File: src/rtl/mac_pkg.sv
`timescale 1ns/1ps
package mac_pkg;

  typedef enum logic [1:0] {
    RGN_SDRAM = 2'd0,
    RGN_FLASH = 2'd1,
    RGN_CFG   = 2'd2
  } region_e;

  localparam logic [1:0] SZ_BYTE = 2'd0;
  localparam logic [1:0] SZ_HALF = 2'd1;
  localparam logic [1:0] SZ_WORD = 2'd2;

  // decode results handed from datapath to control
  typedef struct packed {
    region_e region;
    logic    partEnabled;
  } dec_s;

  // strobes from control to datapath
  typedef struct packed {
    logic fire;
    logic doCmd;
    logic doRefresh;
    logic doAbort;
    logic abortFetch;
    logic rdValid;
  } ctl_s;

endpackage

File: src/rtl/mac_datapath.sv
`timescale 1ns/1ps
module mac_datapath
  import mac_pkg::*;
#(
  parameter int ADDR_W     = 32,
  parameter int TAG_W      = 4,
  parameter int PART_OFS_W = 26,
  parameter int NUM_PARTS  = 4,
  parameter logic [TAG_W-1:0] SDRAM_TAG = 4'hA,
  parameter logic [TAG_W-1:0] CFG_TAG   = 4'h4,
  localparam int PIDX_W = $clog2(NUM_PARTS)
) (
  input  logic                 clk,
  input  logic                 rstN,
  input  logic [ADDR_W-1:0]    reqAddr,
  input  logic [NUM_PARTS-1:0] partEn,
  input  ctl_s                 ctl,
  output dec_s                 dec,
  output logic                 cmdStb,
  output logic [ADDR_W-1:0]    cmdAddr,
  output logic [1:0]           cmdRegion,
  output logic [PIDX_W-1:0]    cmdPart,
  output logic                 refreshReq,
  output logic                 abortStb,
  output logic                 abortPrefetch,
  output logic                 rdDataValid
);

  logic [TAG_W-1:0]     tagField;
  logic [PIDX_W-1:0]    partIdx;
  logic [NUM_PARTS-1:0] partHit;

  assign tagField = reqAddr[ADDR_W-1 -: TAG_W];
  assign partIdx  = reqAddr[PART_OFS_W +: PIDX_W];

  // one hit line per partition; offset bits below PART_OFS_W never matter
  for (genvar p = 0; p < NUM_PARTS; p++) begin : g_part
    assign partHit[p] = (partIdx == PIDX_W'(p));
  end

  always_comb begin
    dec.partEnabled = |(partHit & partEn);
    if (tagField == SDRAM_TAG)    dec.region = RGN_SDRAM;
    else if (tagField == CFG_TAG) dec.region = RGN_CFG;
    else                          dec.region = RGN_FLASH;
  end

  always_ff @(posedge clk) begin
    if (!rstN) begin
      cmdStb        <= 1'b0;
      refreshReq    <= 1'b0;
      abortStb      <= 1'b0;
      abortPrefetch <= 1'b0;
      rdDataValid   <= 1'b0;
      cmdAddr       <= '0;
      cmdRegion     <= 2'd0;
      cmdPart       <= '0;
    end else begin
      cmdStb        <= ctl.fire & ctl.doCmd;
      refreshReq    <= ctl.fire & ctl.doRefresh;
      abortStb      <= ctl.fire & ctl.doAbort;
      abortPrefetch <= ctl.fire & ctl.doAbort & ctl.abortFetch;
      rdDataValid   <= ctl.fire & ctl.rdValid;
      if (ctl.fire) begin
        cmdAddr   <= reqAddr;
        cmdRegion <= dec.region;
        cmdPart   <= partIdx;
      end
    end
  end

  // never two outcomes in one cycle
  assert_single_outcome_R9: assert property (@(posedge clk) disable iff (!rstN)
    $onehot0({cmdStb, refreshReq, abortStb}));

  // abort type only qualifies an abort
  assert_prefetch_qualified_R8: assert property (@(posedge clk) disable iff (!rstN)
    abortPrefetch |-> abortStb);

  // read data qualifier only rides on a normal command
  assert_rdvalid_with_cmd_R2: assert property (@(posedge clk) disable iff (!rstN)
    rdDataValid |-> cmdStb);

endmodule

File: src/rtl/mac_control.sv
`timescale 1ns/1ps
module mac_control
  import mac_pkg::*;
(
  input  logic       reqValid,
  input  logic       ctrlBusy,
  input  logic       reqWrite,
  input  logic       reqBurst,
  input  logic [1:0] reqSize,
  input  logic       reqFetch,
  input  logic       busHalf,
  input  dec_s       dec,
  output logic       reqReady,
  output ctl_s       ctl
);

  logic nativeSize;

  assign reqReady   = !ctrlBusy;
  assign nativeSize = busHalf ? (reqSize == SZ_HALF) : (reqSize == SZ_WORD);

  // priority: abort, then refresh-only, then normal; drop when none applies
  always_comb begin
    ctl            = '0;
    ctl.fire       = reqValid & reqReady;
    unique case (dec.region)
      RGN_SDRAM: begin
        if (dec.partEnabled) begin
          ctl.doCmd = 1'b1;
        end else if (reqBurst) begin
          ctl.doAbort    = 1'b1;
          ctl.abortFetch = reqFetch;
        end else if (nativeSize) begin
          ctl.doRefresh = 1'b1;
        end
      end
      RGN_FLASH: begin
        if (reqBurst && reqWrite) begin
          ctl.doAbort    = 1'b1;
          ctl.abortFetch = reqFetch;
        end else begin
          ctl.doCmd = 1'b1;
        end
      end
      RGN_CFG: begin
        if (reqBurst) begin
          ctl.doAbort    = 1'b1;
          ctl.abortFetch = reqFetch;
        end else if (reqSize != SZ_WORD) begin
          ctl.doAbort    = 1'b1;
          ctl.abortFetch = 1'b0;
        end else begin
          ctl.doCmd = 1'b1;
        end
      end
      default: ctl.doCmd = 1'b0;
    endcase
    ctl.rdValid = ctl.doCmd & !reqWrite;
  end

endmodule

File: src/rtl/mem_access_classifier.sv
`timescale 1ns/1ps
module mem_access_classifier
  import mac_pkg::*;
#(
  parameter int ADDR_W     = 32,
  parameter int TAG_W      = 4,
  parameter int PART_OFS_W = 26,
  parameter int NUM_PARTS  = 4,
  parameter logic [TAG_W-1:0] SDRAM_TAG = 4'hA,
  parameter logic [TAG_W-1:0] CFG_TAG   = 4'h4,
  localparam int PIDX_W = $clog2(NUM_PARTS)
) (
  input  logic                 clk,
  input  logic                 rstN,
  input  logic                 reqValid,
  output logic                 reqReady,
  input  logic [ADDR_W-1:0]    reqAddr,
  input  logic                 reqWrite,
  input  logic                 reqBurst,
  input  logic [1:0]           reqSize,
  input  logic                 reqFetch,
  input  logic [NUM_PARTS-1:0] partEn,
  input  logic                 busHalf,
  input  logic                 ctrlBusy,
  output logic                 cmdStb,
  output logic [ADDR_W-1:0]    cmdAddr,
  output logic [1:0]           cmdRegion,
  output logic [PIDX_W-1:0]    cmdPart,
  output logic                 refreshReq,
  output logic                 abortStb,
  output logic                 abortPrefetch,
  output logic                 rdDataValid
);

  dec_s dec;
  ctl_s ctl;

  mac_datapath #(
    .ADDR_W(ADDR_W), .TAG_W(TAG_W), .PART_OFS_W(PART_OFS_W),
    .NUM_PARTS(NUM_PARTS), .SDRAM_TAG(SDRAM_TAG), .CFG_TAG(CFG_TAG)
  ) datapath_i (
    .clk(clk), .rstN(rstN), .reqAddr(reqAddr), .partEn(partEn),
    .ctl(ctl), .dec(dec),
    .cmdStb(cmdStb), .cmdAddr(cmdAddr), .cmdRegion(cmdRegion),
    .cmdPart(cmdPart), .refreshReq(refreshReq), .abortStb(abortStb),
    .abortPrefetch(abortPrefetch), .rdDataValid(rdDataValid)
  );

  mac_control control_i (
    .reqValid(reqValid), .ctrlBusy(ctrlBusy), .reqWrite(reqWrite),
    .reqBurst(reqBurst), .reqSize(reqSize), .reqFetch(reqFetch),
    .busHalf(busHalf), .dec(dec), .reqReady(reqReady), .ctl(ctl)
  );

  // port-level views for the properties below
  logic              hs;
  logic              sdramHit;
  logic              cfgHit;
  logic              flashHit;
  logic              partOn;
  logic [PIDX_W-1:0] idxView;

  assign hs       = reqValid && reqReady;
  assign sdramHit = reqAddr[ADDR_W-1 -: TAG_W] == SDRAM_TAG;
  assign cfgHit   = reqAddr[ADDR_W-1 -: TAG_W] == CFG_TAG;
  assign flashHit = !sdramHit && !cfgHit;
  assign idxView  = reqAddr[PART_OFS_W +: PIDX_W];
  assign partOn   = partEn[idxView];

  assert_busy_quiet_R10: assert property (@(posedge clk) disable iff (!rstN)
    ctrlBusy |=> !(cmdStb || refreshReq || abortStb));

  assert_idle_quiet_R9: assert property (@(posedge clk) disable iff (!rstN)
    !hs |=> !(cmdStb || refreshReq || abortStb));

  assert_disabled_burst_abort_R5: assert property (@(posedge clk) disable iff (!rstN)
    hs && sdramHit && !partOn && reqBurst |=> abortStb);

  assert_enabled_cmd_R2: assert property (@(posedge clk) disable iff (!rstN)
    hs && sdramHit && partOn |=> cmdStb);

  assert_flash_burst_write_R6: assert property (@(posedge clk) disable iff (!rstN)
    hs && flashHit && reqBurst && reqWrite |=> abortStb);

  assert_cfg_burst_abort_R7: assert property (@(posedge clk) disable iff (!rstN)
    hs && cfgHit && reqBurst |=> abortStb);

  assert_fetch_tag_R8: assert property (@(posedge clk) disable iff (!rstN)
    hs && reqBurst && cfgHit |=> (abortPrefetch == $past(reqFetch)));

  assert_refresh_only_R3: assert property (@(posedge clk) disable iff (!rstN)
    hs && sdramHit && !partOn && !reqBurst &&
    (reqSize == (busHalf ? SZ_HALF : SZ_WORD)) |=> refreshReq && !cmdStb && !rdDataValid);

endmodule

File: config.mk
export PLATFORM = sky130hd
export DESIGN_NAME = mem_access_classifier
export DESIGN_NICKNAME = d
export VERILOG_FILES = /design/src/rtl/mac_pkg.sv /design/src/rtl/mac_datapath.sv /design/src/rtl/mac_control.sv /design/src/rtl/mem_access_classifier.sv
export SDC_FILE = /design/constraint.sdc
export NUM_CORES = 1
export LEC_CHECK = 0
export ABC_AREA = 1
export BUFFER_PORTS_ARGS = -buffer_cell sky130_fd_sc_hd__buf_2
export CORE_MARGIN = 4
export CORE_UTILIZATION = 43
export CTS_CLUSTER_SIZE = 30
export DETAILED_ROUTE_END_ITERATION = 10
export PLACE_DENSITY = 0.78
export SETUP_SLACK_MARGIN = 0.1
export SYNTH_ARGS = -nofsm -noshare
export SYNTH_HDL_FRONTEND = slang
export SYNTH_SLANG_ARGS = --single-unit
File: constraint.sdc
create_clock -name clk -period 0.9 [get_ports clk]
set_input_delay 0 -clock clk [delete_from_list [all_inputs] [get_ports clk]]
set_output_delay 0 -clock clk [all_outputs]
set_load 0.005 [all_outputs]
======== Word-level counts from Yosys, hierarchy flattened ========
Index checks and enable logic that the tools add are counted.
storage, ports and cells
  register bits after elaboration ......... 41
  output and inout port bits .............. 42
  input bits .............................. 46
  word-level logic and storage cells ...... 49
cells by class
  muxes and demuxes ....................... 17
  equal/unequal tests ..................... 10
  bitwise logic cells ..................... 8
  reduce and logical (&&, ||, !) cells .... 6
operators by type and width
  operator                                                         number
  2-bit 2-to-1 mux                                                 6
  2-bit == test, second input constant                             4
  1-bit 2-to-1 mux                                                 8
  1-bit AND                                                        7
  2-bit by 1-bit == test with 1-bit output, second input constant  3
  2-bit case mux with 3 select lines                               1
  4-bit AND                                                        1
  4-bit by 3-bit == test with 1-bit output, second input constant  1
  4-bit == test, second input constant                             1
  2-bit zero test                                                  2
  4-bit OR reduction                                               1
  3-bit 2-to-1 mux                                                 1
  1-bit case mux with 3 select lines                               1
  1-bit zero test                                                  2
  2-bit inequality test, second input constant                     1
  1-bit logical AND                                                1

======== Depth between registers and ports, before layout ========
  word-level depth ........................ 8
  mapped depth ............................ 9
  gate-level depth less buffers ........... 9

======== Hierarchy ========
A second synthesis with hierarchy kept.
unflattened totals
  cell total of the unflattened synthesis .. 211
  area total of the unflattened synthesis .. 1544.0 µm²
modules (own cells, without submodules)
  module        cells an instance  times used  area an instance (µm²)  seq. area each (µm²)
  mac_datapath  178                1           1386.3                  780.7
  mac_control   33                 1           157.7                   0.0

======== Worst setup path after synthesis ========
Ideal clock, no wire load.
  kind .................................... input port to flip-flop
  start ................................... input port reqAddr[28]
  end ..................................... register datapath_i.abortPrefetch
  setup time .............................. 109 ps
  path slack .............................. 289 ps
  data required time ...................... 791 ps
  cell stages on the path ................. 8
  path buffers ............................ 0
  data arrival time ....................... 502 ps
  cell sequence ........................... nor2_2 -> nand2_4 -> nand3_1 -> nand2_1 -> inv_2 -> nand2_2 -> inv_2 -> nor2_2
between the ends
  cells in the longest elaborated chain, start to end .. 7
  elaborated cells between the ends (all ways) .. 10
  those cells by class .................... eq/ne: 4; mux: 3; bitwise: 2; reduce/logical: 1
ends and longest elaborated chain
  item                                         line                         source
  start, declared                              mem_access_classifier.sv:17  input logic [ADDR_W-1:0] reqAddr,
  4-bit by 3-bit == test with 1-bit output     mac_datapath.sv:44           else if (tagField == CFG_TAG) dec.region = RGN_CFG;
  2-bit 2-to-1 mux                             mac_datapath.sv:44
  2-bit 2-to-1 mux (*)                         mac_datapath.sv:43           if (tagField == SDRAM_TAG) dec.region = RGN_SDRAM;
  2-bit == test, or another cell as far along  mac_control.sv:26            unique case (dec.region)
  2-bit case mux with 3 select lines (*)       mac_control.sv:26
  1-bit AND                                    mac_datapath.sv:62           abortPrefetch <= ctl.fire & ctl.doAbort & ctl.abortFetch;
  1-bit AND (*)                                mac_datapath.sv:62
  end signal, assigned                         mac_datapath.sv:62
  end, declared                                mac_datapath.sv:25           output logic abortPrefetch,
Every way passes the cells marked *; elsewhere a longest branch is shown, timed or not.
A chain may end at the register's enable or synchronous reset.

==> results.tsv <==
stage	metric	value	unit
sta	Final Critical Period	769	ps
clock_tree	CTS tree	yes	
clock_tree	clock latency on the worst-skew pair	280	ps
finish	register cell area after layout	782	um^2
routing	Post-DRT Antenna Nets	0	
die	die height	68.9	um
worst_setup_path	worst-path maximum fanout	3	
routing	wire length on met1	1690	um
power	cell-internal power	2.71	mW
logic_synthesis	Syn Inst Count	210	
die	width of the die	68.9	um
worst_setup_path	Crit path required time	900	ps
worst_setup_path	Worst setup SP type	flip-flop	
global_routing	first-pass GRT wire length	6760	um
sta	actual slew at the worst max-slew pin	207	ps
worst_setup_path	CP peak stage delay	360	ps
finish	fill count	313	
clock_tree	clock buffer depth	2	
worst_setup_path	CP endpoint kind	primary output	
hold_path	Hold EP	datapath_i.refreshReq	
worst_setup_path	CP top delay family	flip-flops	
placed_design	post-DP HPWL	2820	um
logic_synthesis	unique cell type count in the Yosys netlist	21	
sta	relative slew slack	86.2	%
global_routing	vias in the first global route	1682	
worst_setup_path	FF-to-FF setup slack	250	ps
clock_tree	clock sink count	39	
routing	drt total wl	4270	um
sta	Setup Skew	0	ps
logic_synthesis	Syn Area/Cell	7.60	um^2
global_routing	initial antenna violation count	0	
worst_setup_path	worst path cell trace	buf_2	
die	# IOs	88	
clock_tree	TritonCTS buffer count	5	
worst_setup_path	worst r2r dst	datapath_i.cmdAddr[29]	
routing	top sig layer	met4	
finish	most frequent cells in the layout	87 x buf_2, 57 x nor2_1, 38 x dfxtp_1, 32 x dlygate4sd3_1, 29 x o21ai_1	
routing	Met3 Wirelength	326	um
sta	RSZ-0062 raised after global routing	false	
finish	Multi-input gate area	659	um^2
hold_path	WHS Path Cells	4	
placed_design	Post-DP Area	2060	um^2
routing	post-DR wirelength/cell	11.3	um
finish	Area Growth Syn to Fin	54.4	%
finish	post-route cell area	2460	um^2
power	Net Sw Frac	25.6	%
clock_tree	H-tree depth	2	
sta	Tcrit/Tclk final	85.5	%
logic_synthesis	mapped cell area	1600	um^2
job	Max Cap Violations	0	
hold_path	Worst Hold Launch	busHalf	
logic_synthesis	Synth Register Bits	39	
power	Reg power frac	51.5	%
global_routing	global route overflow	0	
hold_path	worst min path class	in2reg	
finish	most common cell after layout, fill and taps aside	buf_2	
clock_tree	Worst-path clk slew	70	ps
finish	diode count	0	
die	FP Rows	21	
sta	Achievable Freq	1300	MHz
worst_setup_path	WP data arrival	770	ps
routing	Vias/cell	4.58	
worst_setup_path	R2R cell count	2	
global_routing	gr usage total	18.9	%
routing	met2 WL	2180	um
outcome	outcome	finished clean	
die	Initial Utilization	46.0	%
finish	# nets final	376	
finish	layout cells sized above 1	36.9	%
worst_setup_path	RR Startpoint	datapath_i.cmdAddr[29]	
logic_synthesis	Syn. warnings	0	
power	leakage	1.29	nW
placed_design	PortBufs	87	
power	Peak VDD IR	788	uV
sta	final setup violation count	0	
clock_tree	Root Driver	clkbuf_8	
die	total core area	3470	um^2
power	pwr/cell area	1480	nW/um^2
power	switching power	936	uW
sta	Final Max Slew Viols	0	
power	Combinational Power Share	18.4	%
logic_synthesis	sequential share of the synthesized area	48.9	%
routing	TritonRoute pass-1 iters	4	
sta	final hold vios	0	
worst_setup_path	worst path buffer plus inverter count	1	
worst_setup_path	WS Path Type	reg2out	
placed_design	RD Place Congestion	0.829	
power	Power Total	3.65	mW
routing	DR vias	1727	
routing	Iteration-0 DRC Markers	43	
power	Clock Power Share	30.1	%
global_routing	largest net degree at the start of global routing	27	
sta	Fin Setup TNS	0	ps
logic_synthesis	Synth Net Count	256	
routing	Residual DRC	0	
worst_setup_path	Crit-path slowest cell	dfxtp_1	
die	die area	4750	um^2
[flip-flops by register name, summed over array words and instances, names as in the netlist]
| signal | flops |
|---|---|
| datapath_i.rdDataValid | 1 |
| datapath_i.abortPrefetch | 1 |
| datapath_i.cmdPart | 1 |
| datapath_i.cmdAddr | 31 |
| datapath_i.refreshReq | 1 |
| datapath_i.cmdStb | 1 |
| datapath_i.abortStb | 1 |
| datapath_i.cmdRegion | 2 |
[metal layers]
metal,track usage (%),vias to the layer above
li1,-,899
met1,18.3,757
met2,37.0,63
met3,6.16,8
met4,6.57,0
met5,0,-
[worst min-delay path: cells and delay by family]
| kind | cells | cell delay (ps) |
|---|---|---|
| AO/OA/AOI/OAI | 1 | 70 |
| buffers and inverters | 1 | 80 |
| AND/OR/NAND/NOR | 2 | 100 |
[Yosys cell counts]
master    count  area, um^2
a21oi_1       8        40.0
a21oi_2       1        8.76
buf_2         2        10.0
buf_4         8        60.1
buf_6         1        11.3
clkinv_1      1        3.75
dfxtp_1      39         781
inv_1        12        45.0
inv_2         5        18.8
inv_4         1        6.26
nand2_1      18        67.6
nand2_2       5        31.3
nand2_4       3        33.8
nand3_1       6        30.0
nand3_2       1        10.0
nand3b_1      1        7.51
nor2_1       57         214
nor2_2        4        25.0
nor2_4        1        11.3
o21ai_0       7        35.0
o21ai_1      29         145
[stage by stage]
step | utilization, % | setup slack, ps | hold WS (ps) | cells
CTS | 71.0 | 120 | 17.6 | 377
detailed placement | 59.3 | 87.4 | 185 | 337
floorplan | - | 289 | 29.8 | 210
global placement | 59.3 | 110 | 188 | 337
global route | 71.0 | 104 | 55.0 | 377
finish | 71.0 | 131 | 22.1 | 377
[layout make-up]
cell class                 instances  share of cell area, %
sequential                        39                   31.8
tap                               46                   2.34
multi-input combinational        141                   26.8
timing repair buffer             124                   32.7
clock buffer                       5                   2.79
clock inverter                     3                  0.610
inverter                          19                   3.00
[power by group through the flow]
stage	combinational, mW	clock [mW]	sequential (mW)
after floorplan	0.288	0	1.93
after global placement	0.553	0	1.91
after detailed placement	0.565	0	1.92
after CTS	0.670	1.13	1.88
after global routing	0.759	1.19	1.89
final	0.673	1.10	1.88
[how the worst max path moves through the flow]
stage | from | end | slack, ps | depth (start not counted)
floorplan | reqAddr[28] | datapath_i.abortPrefetch | 290 | 8
global placement | ctrlBusy | datapath_i.cmdAddr[27] | 110 | 7
detailed placement | ctrlBusy | datapath_i.cmdRegion[1] | 90 | 7
CTS | datapath_i.cmdPart[0] | cmdAddr[26] | 120 | 1
global route | datapath_i.cmdPart[0] | cmdAddr[26] | 100 | 1
finish | datapath_i.cmdPart[0] | cmdAddr[26] | 130 | 1
[cell families after synthesis]
kind of cell / after synthesis / share of synthesized area [%]
flops: 39 / 48.9
simple gates: 96 / 27.0
compound gates: 45 / 14.4
buf+inv: 30 / 9.73
[timing repair]
item | CTS | global route
endpoints found under the hold margin | 32 | 0
endpoints found under the setup margin | 0 | 2
buffers inserted | 0 | 0
hold buffers | 32 | 0
gates resized for setup | 0 | 1
No activity file was read; power rests on OpenSTA's default activity.
